File: src/rtl/sertx_pkg.sv
package sertx_pkg;

  typedef struct packed {
    logic sync;
    logic len_short;
    logic par_en;
    logic par_odd;
    logic mp_en;
    logic stop2;
  } fmt_t;

endpackage

File: src/rtl/sertx_hold.sv
module sertx_hold #(
  parameter int unsigned DATA_W = 8
) (
  input  logic              clk,
  input  logic              rst,
  input  logic              wr_en,
  input  logic [DATA_W-1:0] wr_data,
  input  logic              wr_mp,
  input  logic              take,
  output logic              full,
  output logic              wr_accept,
  output logic [DATA_W-1:0] data_q,
  output logic              mp_q
);

  assign wr_accept = wr_en && !full;

  always_ff @(posedge clk) begin
    if (rst) begin
      full   <= 1'b0;
      data_q <= '0;
      mp_q   <= 1'b0;
    end else if (wr_accept) begin
      full   <= 1'b1;
      data_q <= wr_data;
      mp_q   <= wr_mp;
    end else if (take) begin
      full   <= 1'b0;
    end
  end

  // the shifter only takes a character that is actually held
  p_take_when_full_r7: assert property (@(posedge clk) disable iff (rst)
    take |-> full);

  // an accepted write leaves the register full
  p_write_fills_r7: assert property (@(posedge clk) disable iff (rst)
    (wr_en && !full) |=> full);

endmodule

File: src/rtl/sertx_clkgen.sv
module sertx_clkgen #(
  parameter int unsigned SYNC_STAGES = 2
) (
  input  logic clk,
  input  logic rst,
  input  logic mode_sync,
  input  logic ext_sel,
  input  logic rate_tick,
  input  logic sclk_in,
  input  logic work,
  input  logic cont,
  output logic adv,
  output logic sclk_out,
  output logic sclk_oe
);

  localparam int unsigned LAST = SYNC_STAGES - 1;

  logic [SYNC_STAGES-1:0] sq;
  logic                   prev_q;
  logic                   phase_q;
  logic                   fall_ext;
  logic                   int_sync;

  always_ff @(posedge clk) begin
    if (rst) begin
      sq     <= '1;
      prev_q <= 1'b1;
    end else begin
      sq     <= {sq[SYNC_STAGES-2:0], sclk_in};
      prev_q <= sq[LAST];
    end
  end

  assign fall_ext = prev_q && !sq[LAST];
  assign int_sync = mode_sync && !ext_sel;
  assign sclk_oe  = int_sync;

  always_comb begin
    if (ext_sel)        adv = fall_ext;
    else if (!mode_sync) adv = rate_tick;
    else                 adv = rate_tick && !phase_q && work;
  end

  always_ff @(posedge clk) begin
    if (rst) begin
      phase_q  <= 1'b0;
      sclk_out <= 1'b1;
    end else if (int_sync && rate_tick) begin
      if (phase_q) begin
        sclk_out <= 1'b1;
        phase_q  <= 1'b0;
      end else if (cont) begin
        sclk_out <= 1'b0;
        phase_q  <= 1'b1;
      end
    end
  end

  // the clock pin is only pulled low when the block owns it
  p_sclk_low_owned_r9: assert property (@(posedge clk) disable iff (rst)
    !sclk_out |-> sclk_oe);

  // a low clock phase always returns high on the next rate pulse
  p_sclk_rise_r8: assert property (@(posedge clk) disable iff (rst)
    (!sclk_out && rate_tick && int_sync) |=> sclk_out);

endmodule

File: src/rtl/sertx_shift.sv
module sertx_shift
  import sertx_pkg::*;
#(
  parameter int unsigned DATA_W = 8
) (
  input  logic              clk,
  input  logic              rst,
  input  logic              adv,
  input  fmt_t              fmt,
  input  logic              hold_full,
  input  logic [DATA_W-1:0] hold_data,
  input  logic              hold_mp,
  input  logic              wr_accept,
  output logic              take,
  output logic              busy,
  output logic              cont,
  output logic              txd,
  output logic              tx_done
);

  localparam int unsigned FRAME_W = DATA_W + 4;
  localparam int unsigned CW      = $clog2(FRAME_W + 1);

  logic [FRAME_W-1:0] frame_q;
  logic [FRAME_W-1:0] frame_new;
  logic [CW-1:0]      cnt_q;
  logic [CW-1:0]      n_new;
  logic               last_bit;
  logic               par_bit;
  logic               extra_bit;
  logic               has_extra;
  logic [DATA_W-1:0]  data_mask;
  int unsigned        dbits;

  assign last_bit = busy && (cnt_q == CW'(1));
  assign cont     = (busy && !last_bit) || hold_full;
  assign take     = adv && (!busy || last_bit) && hold_full;

  always_comb begin
    dbits     = fmt.len_short ? DATA_W - 1 : DATA_W;
    data_mask = fmt.len_short ? {1'b0, {(DATA_W-1){1'b1}}} : '1;
    par_bit   = (^(hold_data & data_mask)) ^ fmt.par_odd;
    has_extra = fmt.mp_en || fmt.par_en;
    extra_bit = fmt.mp_en ? hold_mp : par_bit;
    frame_new = '1;
    if (fmt.sync) begin
      frame_new[DATA_W-1:0] = hold_data;
      n_new = CW'(DATA_W);
    end else begin
      frame_new[0] = 1'b0;
      for (int i = 0; i < DATA_W; i++) begin
        if (i < dbits) frame_new[1+i] = hold_data[i];
      end
      if (has_extra) frame_new[1+dbits] = extra_bit;
      n_new = CW'(2 + dbits + (has_extra ? 1 : 0) + (fmt.stop2 ? 1 : 0));
    end
  end

  always_ff @(posedge clk) begin
    if (rst) begin
      busy    <= 1'b0;
      frame_q <= '1;
      cnt_q   <= '0;
      txd     <= 1'b1;
      tx_done <= 1'b1;
    end else begin
      if (adv) begin
        if (!busy || last_bit) begin
          if (hold_full) begin
            txd     <= frame_new[0];
            frame_q <= {1'b1, frame_new[FRAME_W-1:1]};
            cnt_q   <= n_new;
            busy    <= 1'b1;
          end else begin
            busy <= 1'b0;
            txd  <= 1'b1;
            if (busy) tx_done <= 1'b1;
          end
        end else begin
          txd     <= frame_q[0];
          frame_q <= {1'b1, frame_q[FRAME_W-1:1]};
          cnt_q   <= cnt_q - CW'(1);
        end
      end
      if (wr_accept) tx_done <= 1'b0;
    end
  end

  // the line is high whenever no frame is in flight
  p_idle_high_r2: assert property (@(posedge clk) disable iff (rst)
    !busy |-> txd);

  // the data line moves only on a bit advance
  p_txd_steady_r2: assert property (@(posedge clk) disable iff (rst)
    !$past(adv) |-> $stable(txd));

  // end-of-transmission never coexists with a held character
  p_done_empty_r10: assert property (@(posedge clk) disable iff (rst)
    tx_done |-> !hold_full);

  // end flag only while the shifter is idle
  p_done_idle_r10: assert property (@(posedge clk) disable iff (rst)
    tx_done |-> !busy);

endmodule

File: src/rtl/sertx_top.sv
module sertx_top
  import sertx_pkg::*;
#(
  parameter int unsigned DATA_W      = 8,
  parameter int unsigned SYNC_STAGES = 2
) (
  input  logic              clk,
  input  logic              rst,
  input  logic              wr_en,
  input  logic [DATA_W-1:0] wr_data,
  input  logic              wr_mp,
  output logic              hold_empty,
  output logic              tx_done,
  input  logic              mode_sync,
  input  logic              ext_clk_sel,
  input  logic              len_short,
  input  logic              par_en,
  input  logic              par_odd,
  input  logic              mp_en,
  input  logic              stop_two,
  input  logic              rate_tick,
  input  logic              sclk_in,
  output logic              txd,
  output logic              sclk_out,
  output logic              sclk_oe
);

  fmt_t              fmt;
  logic              hold_full;
  logic              wr_accept;
  logic [DATA_W-1:0] hold_data;
  logic              hold_mp;
  logic              take;
  logic              busy;
  logic              cont;
  logic              adv;

  assign fmt = '{sync: mode_sync, len_short: len_short, par_en: par_en,
                 par_odd: par_odd, mp_en: mp_en, stop2: stop_two};
  assign hold_empty = !hold_full;

  sertx_hold #(.DATA_W(DATA_W)) hold_i (
    .clk(clk), .rst(rst), .wr_en(wr_en), .wr_data(wr_data), .wr_mp(wr_mp),
    .take(take), .full(hold_full), .wr_accept(wr_accept),
    .data_q(hold_data), .mp_q(hold_mp)
  );

  sertx_clkgen #(.SYNC_STAGES(SYNC_STAGES)) clkgen_i (
    .clk(clk), .rst(rst), .mode_sync(mode_sync), .ext_sel(ext_clk_sel),
    .rate_tick(rate_tick), .sclk_in(sclk_in), .work(busy || hold_full),
    .cont(cont), .adv(adv), .sclk_out(sclk_out), .sclk_oe(sclk_oe)
  );

  sertx_shift #(.DATA_W(DATA_W)) shift_i (
    .clk(clk), .rst(rst), .adv(adv), .fmt(fmt), .hold_full(hold_full),
    .hold_data(hold_data), .hold_mp(hold_mp), .wr_accept(wr_accept),
    .take(take), .busy(busy), .cont(cont), .txd(txd), .tx_done(tx_done)
  );

  // a write to a full holding register leaves it full
  p_full_write_ignored_r7: assert property (@(posedge clk) disable iff (rst)
    (wr_en && !hold_empty && !take) |=> !hold_empty);

endmodule

File: config.mk
export PLATFORM = sky130hd
export DESIGN_NAME = sertx_top
export DESIGN_NICKNAME = d
export VERILOG_FILES = /design/src/rtl/sertx_pkg.sv /design/src/rtl/sertx_hold.sv /design/src/rtl/sertx_clkgen.sv /design/src/rtl/sertx_shift.sv /design/src/rtl/sertx_top.sv
export SDC_FILE = /design/constraint.sdc
export NUM_CORES = 1
export LEC_CHECK = 0
export BUFFER_PORTS_ARGS = -buffer_cell sky130_fd_sc_hd__buf_2
export CORE_ASPECT_RATIO = 1.4
export CORE_MARGIN = 1
export CORE_UTILIZATION = 45
export CTS_CLUSTER_DIAMETER = 40
export DETAILED_ROUTE_END_ITERATION = 7
export PLACE_DENSITY = 0.64
export SLEW_MARGIN = 5
export SYNTH_ARGS = -nofsm -noshare
export SYNTH_HDL_FRONTEND = slang
export SYNTH_SLANG_ARGS = --single-unit
File: constraint.sdc
create_clock -name clk -period 2.02 [get_ports clk]
set_input_delay 0.303 -clock clk [delete_from_list [all_inputs] [get_ports clk]]
set_output_delay 0.303 -clock clk [all_outputs]
set_load 0.02 [all_outputs]
Yosys cells after proc, flatten, opt, wreduce, memory -nomap -nowiden
Cells that the tools add are included.

Muxes and demuxes: 48. Bitwise operators: 2. $lt $le $gt $ge: 10. Reductions and logical operators: 31. Add/sub/neg operators: 5. Eq/ne operators: 3.

Operators by type and width (number): $lt A3 B32 Y1 const A (4); $lt A1 B32 Y1 const A (2); $lt A2 B32 Y1 const A (2); $mux W1 (36); $mux W12 (3); $add A1 B32 Y32 const A (1); $ge A32 B1 Y1 const B (1); $lt A32 B5 Y1 const B (1); $mux W4 (5); $mux W8 (2); $bwmux W12 (1); $logic_and A1 B1 Y1 (11); $reduce_bool A2 Y1 (5); $add A4 B4 Y4 (2); $and A8 B8 Y8 (1); $reduce_xor A8 Y1 (1); $logic_not A1 Y1 (6); $reduce_and A2 Y1 (3); $add A2 B4 Y4 const A (1); $demux W1 S4 (1); $eq A4 B1 Y1 const B (1); $logic_or A1 B1 Y1 (4); $ne A2 B2 Y1 const B (2); $reduce_and A4 Y1 (1); other kinds (2) (2).

Bits in registers: 34. Word-level logic and storage cells: 111. Output and inout bits: 5. Input port bits: 21.

Logic depth before layout (Yosys ltp)
Depth in word-level cells: 11. Depth in mapped cells: 9. Depth with buffers taken out: 7.

Hierarchy
Synthesis repeated with hierarchy kept, for this count alone.

Cell total of the unflattened synthesis: 188. Area, all modules: 1760.4 µm².

By module, submodules not included: sertx_shift (area an instance 1043.5 µm², cells each 123, sequential area each 320.3 µm², instances 1); sertx_hold (area an instance 513.0 µm², cells each 44, sequential area each 200.2 µm², instances 1); sertx_clkgen (area an instance 193.9 µm², cells each 19, sequential area each 100.1 µm², instances 1); sertx_top (area an instance 10.0 µm², cells each 2, sequential area each 0.0 µm², instances 1).

Worst setup path after synthesis
Ideal clock, no wire load.

Path type: register to register. From: register shift_i.cnt_q[1]. To: register shift_i.frame_q[0]. Setup slack: 0.348 ns. Data arrival time: 1.552 ns. Setup time: 0.120 ns. Data required time: 1.900 ns. Stages on the path, launching flop included: 9. Cells stage by stage: dfxtp_1 inv_1 ha_1 nor3b_2 or2b_2 buf_4 nor2_1 a211oi_1 a211o_1.

Word-level cells in the longest chain between the ends: 5. Elaborated cells on any way between the ends: 6. Those cells by class: eq/ne: 2; mux: 1; reduce/logical: 3.

RTL lines: from (decl) (line sertx_shift.sv:26) `logic [CW-1:0] cnt_q;`; from (signal assigned) (line sertx_shift.sv:72) `cnt_q <= n_new;`; from (signal assigned) (line sertx_shift.sv:82) `cnt_q <= cnt_q - CW'(1);`; $eq A4 B1 Y1 * (line sertx_shift.sv:35) `assign last_bit = busy && (cnt_q == CW'(1));`; $logic_and A1 B1 Y1 * (line sertx_shift.sv:35); $logic_or A1 B1 Y1 * (line sertx_shift.sv:68) `if (!busy || last_bit) begin`; $ne A2 B2 Y1 (no source line); $reduce_and A2 Y1 (no source line); to (signal assigned) (line sertx_shift.sv:71) `frame_q <= {1'b1, frame_new[FRAME_W-1:1]};`; to (signal assigned) (line sertx_shift.sv:81) `frame_q <= {1'b1, frame_q[FRAME_W-1:1]};`; to (decl) (line sertx_shift.sv:24) `logic [FRAME_W-1:0] frame_q;`.

Every way passes the cells marked *; elsewhere a longest branch is shown, timed or not. A chain may end at the register's enable or synchronous reset.

Worst setup path in the final report
From: register shift_i.cnt_q[0]. To: register shift_i.frame_q[4].

The elaborated chain is that of the path after synthesis.

==> results_dict.tcl <==
set metrics [dict create \
    cts_resized 0 \
    fin_crit_sh_pct 91.8 \
    clk_pin_slew_ps 60 \
    grt_usage_pct 21.4 \
    drt-total-wl_um 3550 \
    yosysTopAreaCellShare_pct 38.8 \
    ys_top_cells_by_area "dfxtp_1, nand2_1, a211o_1" \
    swShare_pct 27.4 \
    status "complete, no violations" \
    placed_cells 234 \
    synth-edff-count 0 \
    fin_setup_tns_ps 0 \
    synthFlopType "dfxtp_1" \
    finalSetupViolations 0 \
    syn_inst 176 \
    clkLatencyLatePin_ps 280 \
    initialDrtViolationCount 50 \
    grt_max_degree 29 \
    layout.nets 226 \
    drt_pass1_iterations 4 \
    place_area_um2 1740 \
    pwr-share-clk_pct 34.0 \
    die-width_um 52.4 \
    hpwl_um 2540 \
    htreeDepth 2 \
    n_antenna_cell 0 \
    required_ps 2190 \
    port_buffers 25 \
    yosysMostFrequentCell "dfxtp_1" \
    postCtsHoldBufs 0 \
    clk_path_buf_depth 2 \
    yosys_warnings 0 \
    crit_path_end_kind "flop" \
    fmax_mhz 539 \
    layout-drive-gt1-share_pct 23.8 \
    cts_tree "yes" \
    rsz0062_at_grt "no" \
    ys_seq_area_share_pct 38.7 \
    worstSetupStartpointType "flop" \
    cap_violations 0 \
    initial_core_util_pct 47.4 \
    peakVddDrop_v 0.000588 \
    pwr-share-comb_pct 16.7 \
    synthToLayoutAreaGrowth_pct 13.9 \
    core_region_area_um2 3380 \
    skew_ps 5.02 \
    synth_nets 201 \
    critPathMaxFanout 19 \
    synth.largest_area_cell "dfxtp_1" \
    fin_util_pct 54.0 \
    fillers 334 \
    vias 1331 \
    drc_errors 0 \
    path_class "flop to flop" \
    cts_buffers 5 \
    wl_per_cell_um 14.7 \
    arrival_ps 2030 \
    grt_pass1_wl_um 5860 \
    powerDensity_nw_per_um2 748 \
    tightest_slew_ps 508 \
    instances_no_fill 242 \
    place.gp.congestion 0.835 \
    finalMaxSlewViolations 0 \
    yosys-top-cells-count "dfxtp_1, nand2_1, a21oi_1" \
    syn_area_per_cell_um2 9.10 \
    cts_setup_buffers 0 \
    die_h_um 72.6 \
    hold_viol 0 \
    clkSinkCount 31 \
    overflow 0 \
    synth.distinct_cells 44 \
    p_total_mw 1.37 \
    seq_power_share_pct 49.3 \
    rows 25 \
    ctsRootBufferMaster "clkbuf_8" \
    p_switching_mw 0.374 \
    synth_area_um2 1600 \
    slew_headroom_pct 66.1 \
    p_leak_nw 0.706 \
    grt_pass1_vias 1310 \
    synth_seq_cells 31 \
    p_int_mw 0.991 \
    final_area_um2 1820 \
    postRouteAntennaNets 0 \
    top_level_ports 26 \
    viasPerCell 5.50 \
    die_area_um2 3800 \
    hp-class "primary input to flop" \
    min_period_ps 1850 \
    antenna_found_initial 0 \
    synth-async-reset-ratio_pct 0 \
]
worst paths after layout:
kind         slack, ps                 end  depth (start not counted)              from
min                210      clkgen_i.sq[0]                          2           sclk_in
min reg2reg        410      clkgen_i.sq[1]                          1    clkgen_i.sq[0]
max reg2reg        170  shift_i.frame_q[4]                          6  shift_i.cnt_q[0]
max                170  shift_i.frame_q[4]                          6  shift_i.cnt_q[0]
logic make-up after synthesis:
logic type | share of synthesized area [%]
flip-flops | 38.8
AND/OR/NAND/NOR | 18.0
adder cells (fa/ha/maj) | 3.59
AO/OA/AOI/OAI | 24.5
multiplexers | 5.08
XOR/XNOR | 4.69
buffers and inverters | 5.31
through the flow:
stage          setup WS, ps  hold WS, ps
4_1_cts                 130          212
5_1_grt                41.5          208
2_1_floorplan           348          389
6_report                166          212
3_5_place_dp            149          401
3_3_place_gp            188          393
power by group through the flow:
stage	logic (mW)	registers (mW)	clock network [mW]
after detailed placement	0.229	0.686	0
after global routing	0.251	0.677	0.506
after global placement	0.223	0.685	0
after CTS	0.230	0.673	0.472
final	0.228	0.673	0.464
after floorplan	0.166	0.683	0
metal layers:
metal	up-vias	global-route usage, %	part of all wire, %
li1	676	-	-
met1	610	23.2	42
met2	33	36.6	52
met3	12	5.42	3.4
met4	0	12.3	2.8
met5	-	0	0
worst max-delay path, cell delays in order, from the launching register on:
cell      delay (ps)
dfxtp_1          400
ha_1             160
nor3b_2          250
nor2b_1          130
o21ai_4          410
a211oi_1         100
a211o_1          290
area by class of cell:
type                    count  area, um2  share of cell area (%)
well taps                  40       50.0                    2.74
clock buffers               7       76.3                    4.18
multi-input cells         128        898                    49.2
inverters                   7       26.3                    1.44
clock inverters             1       5.00                   0.274
flip-flops and latches     31        621                    34.0
repair buffers             28        148                    8.09
state kept, by name, indices dropped and copies added (netlist names):
register and count:
shift_i.tx_done 1, shift_i.busy 1, clkgen_i.sclk_out 1, shift_i.frame_q 9
clkgen_i.prev_q 1, hold_i.full 1, hold_i.mp_q 1, hold_i.data_q 8
shift_i.txd 1, clkgen_i.phase_q 1, shift_i.cnt_q 4, clkgen_i.sq 2
layout by cell type, fill, tap and decap left out, types with 2 or more instances in the layout:
cell type,Yosys,final
ha_1,3,3
clkbuf_1,5,2
nand2_1,21,21
nand2b_1,3,3
o21ai_0,7,7
inv_1,7,7
nor3b_2,2,2
dfxtp_1,31,31
a21oi_1,13,13
buf_2,2,25
o21ai_1,2,2
clkbuf_8,0,5
nand3_1,3,3
xnor2_1,6,6
a211o_1,8,8
buf_4,1,3
or2_2,4,4
a311oi_1,2,2
o211ai_1,2,2
mux2i_1,7,7
and2_1,2,2
nor2b_1,3,3
nor2_1,11,11
a211oi_1,9,9
Note: power is estimated with default switching activity, not from simulation.
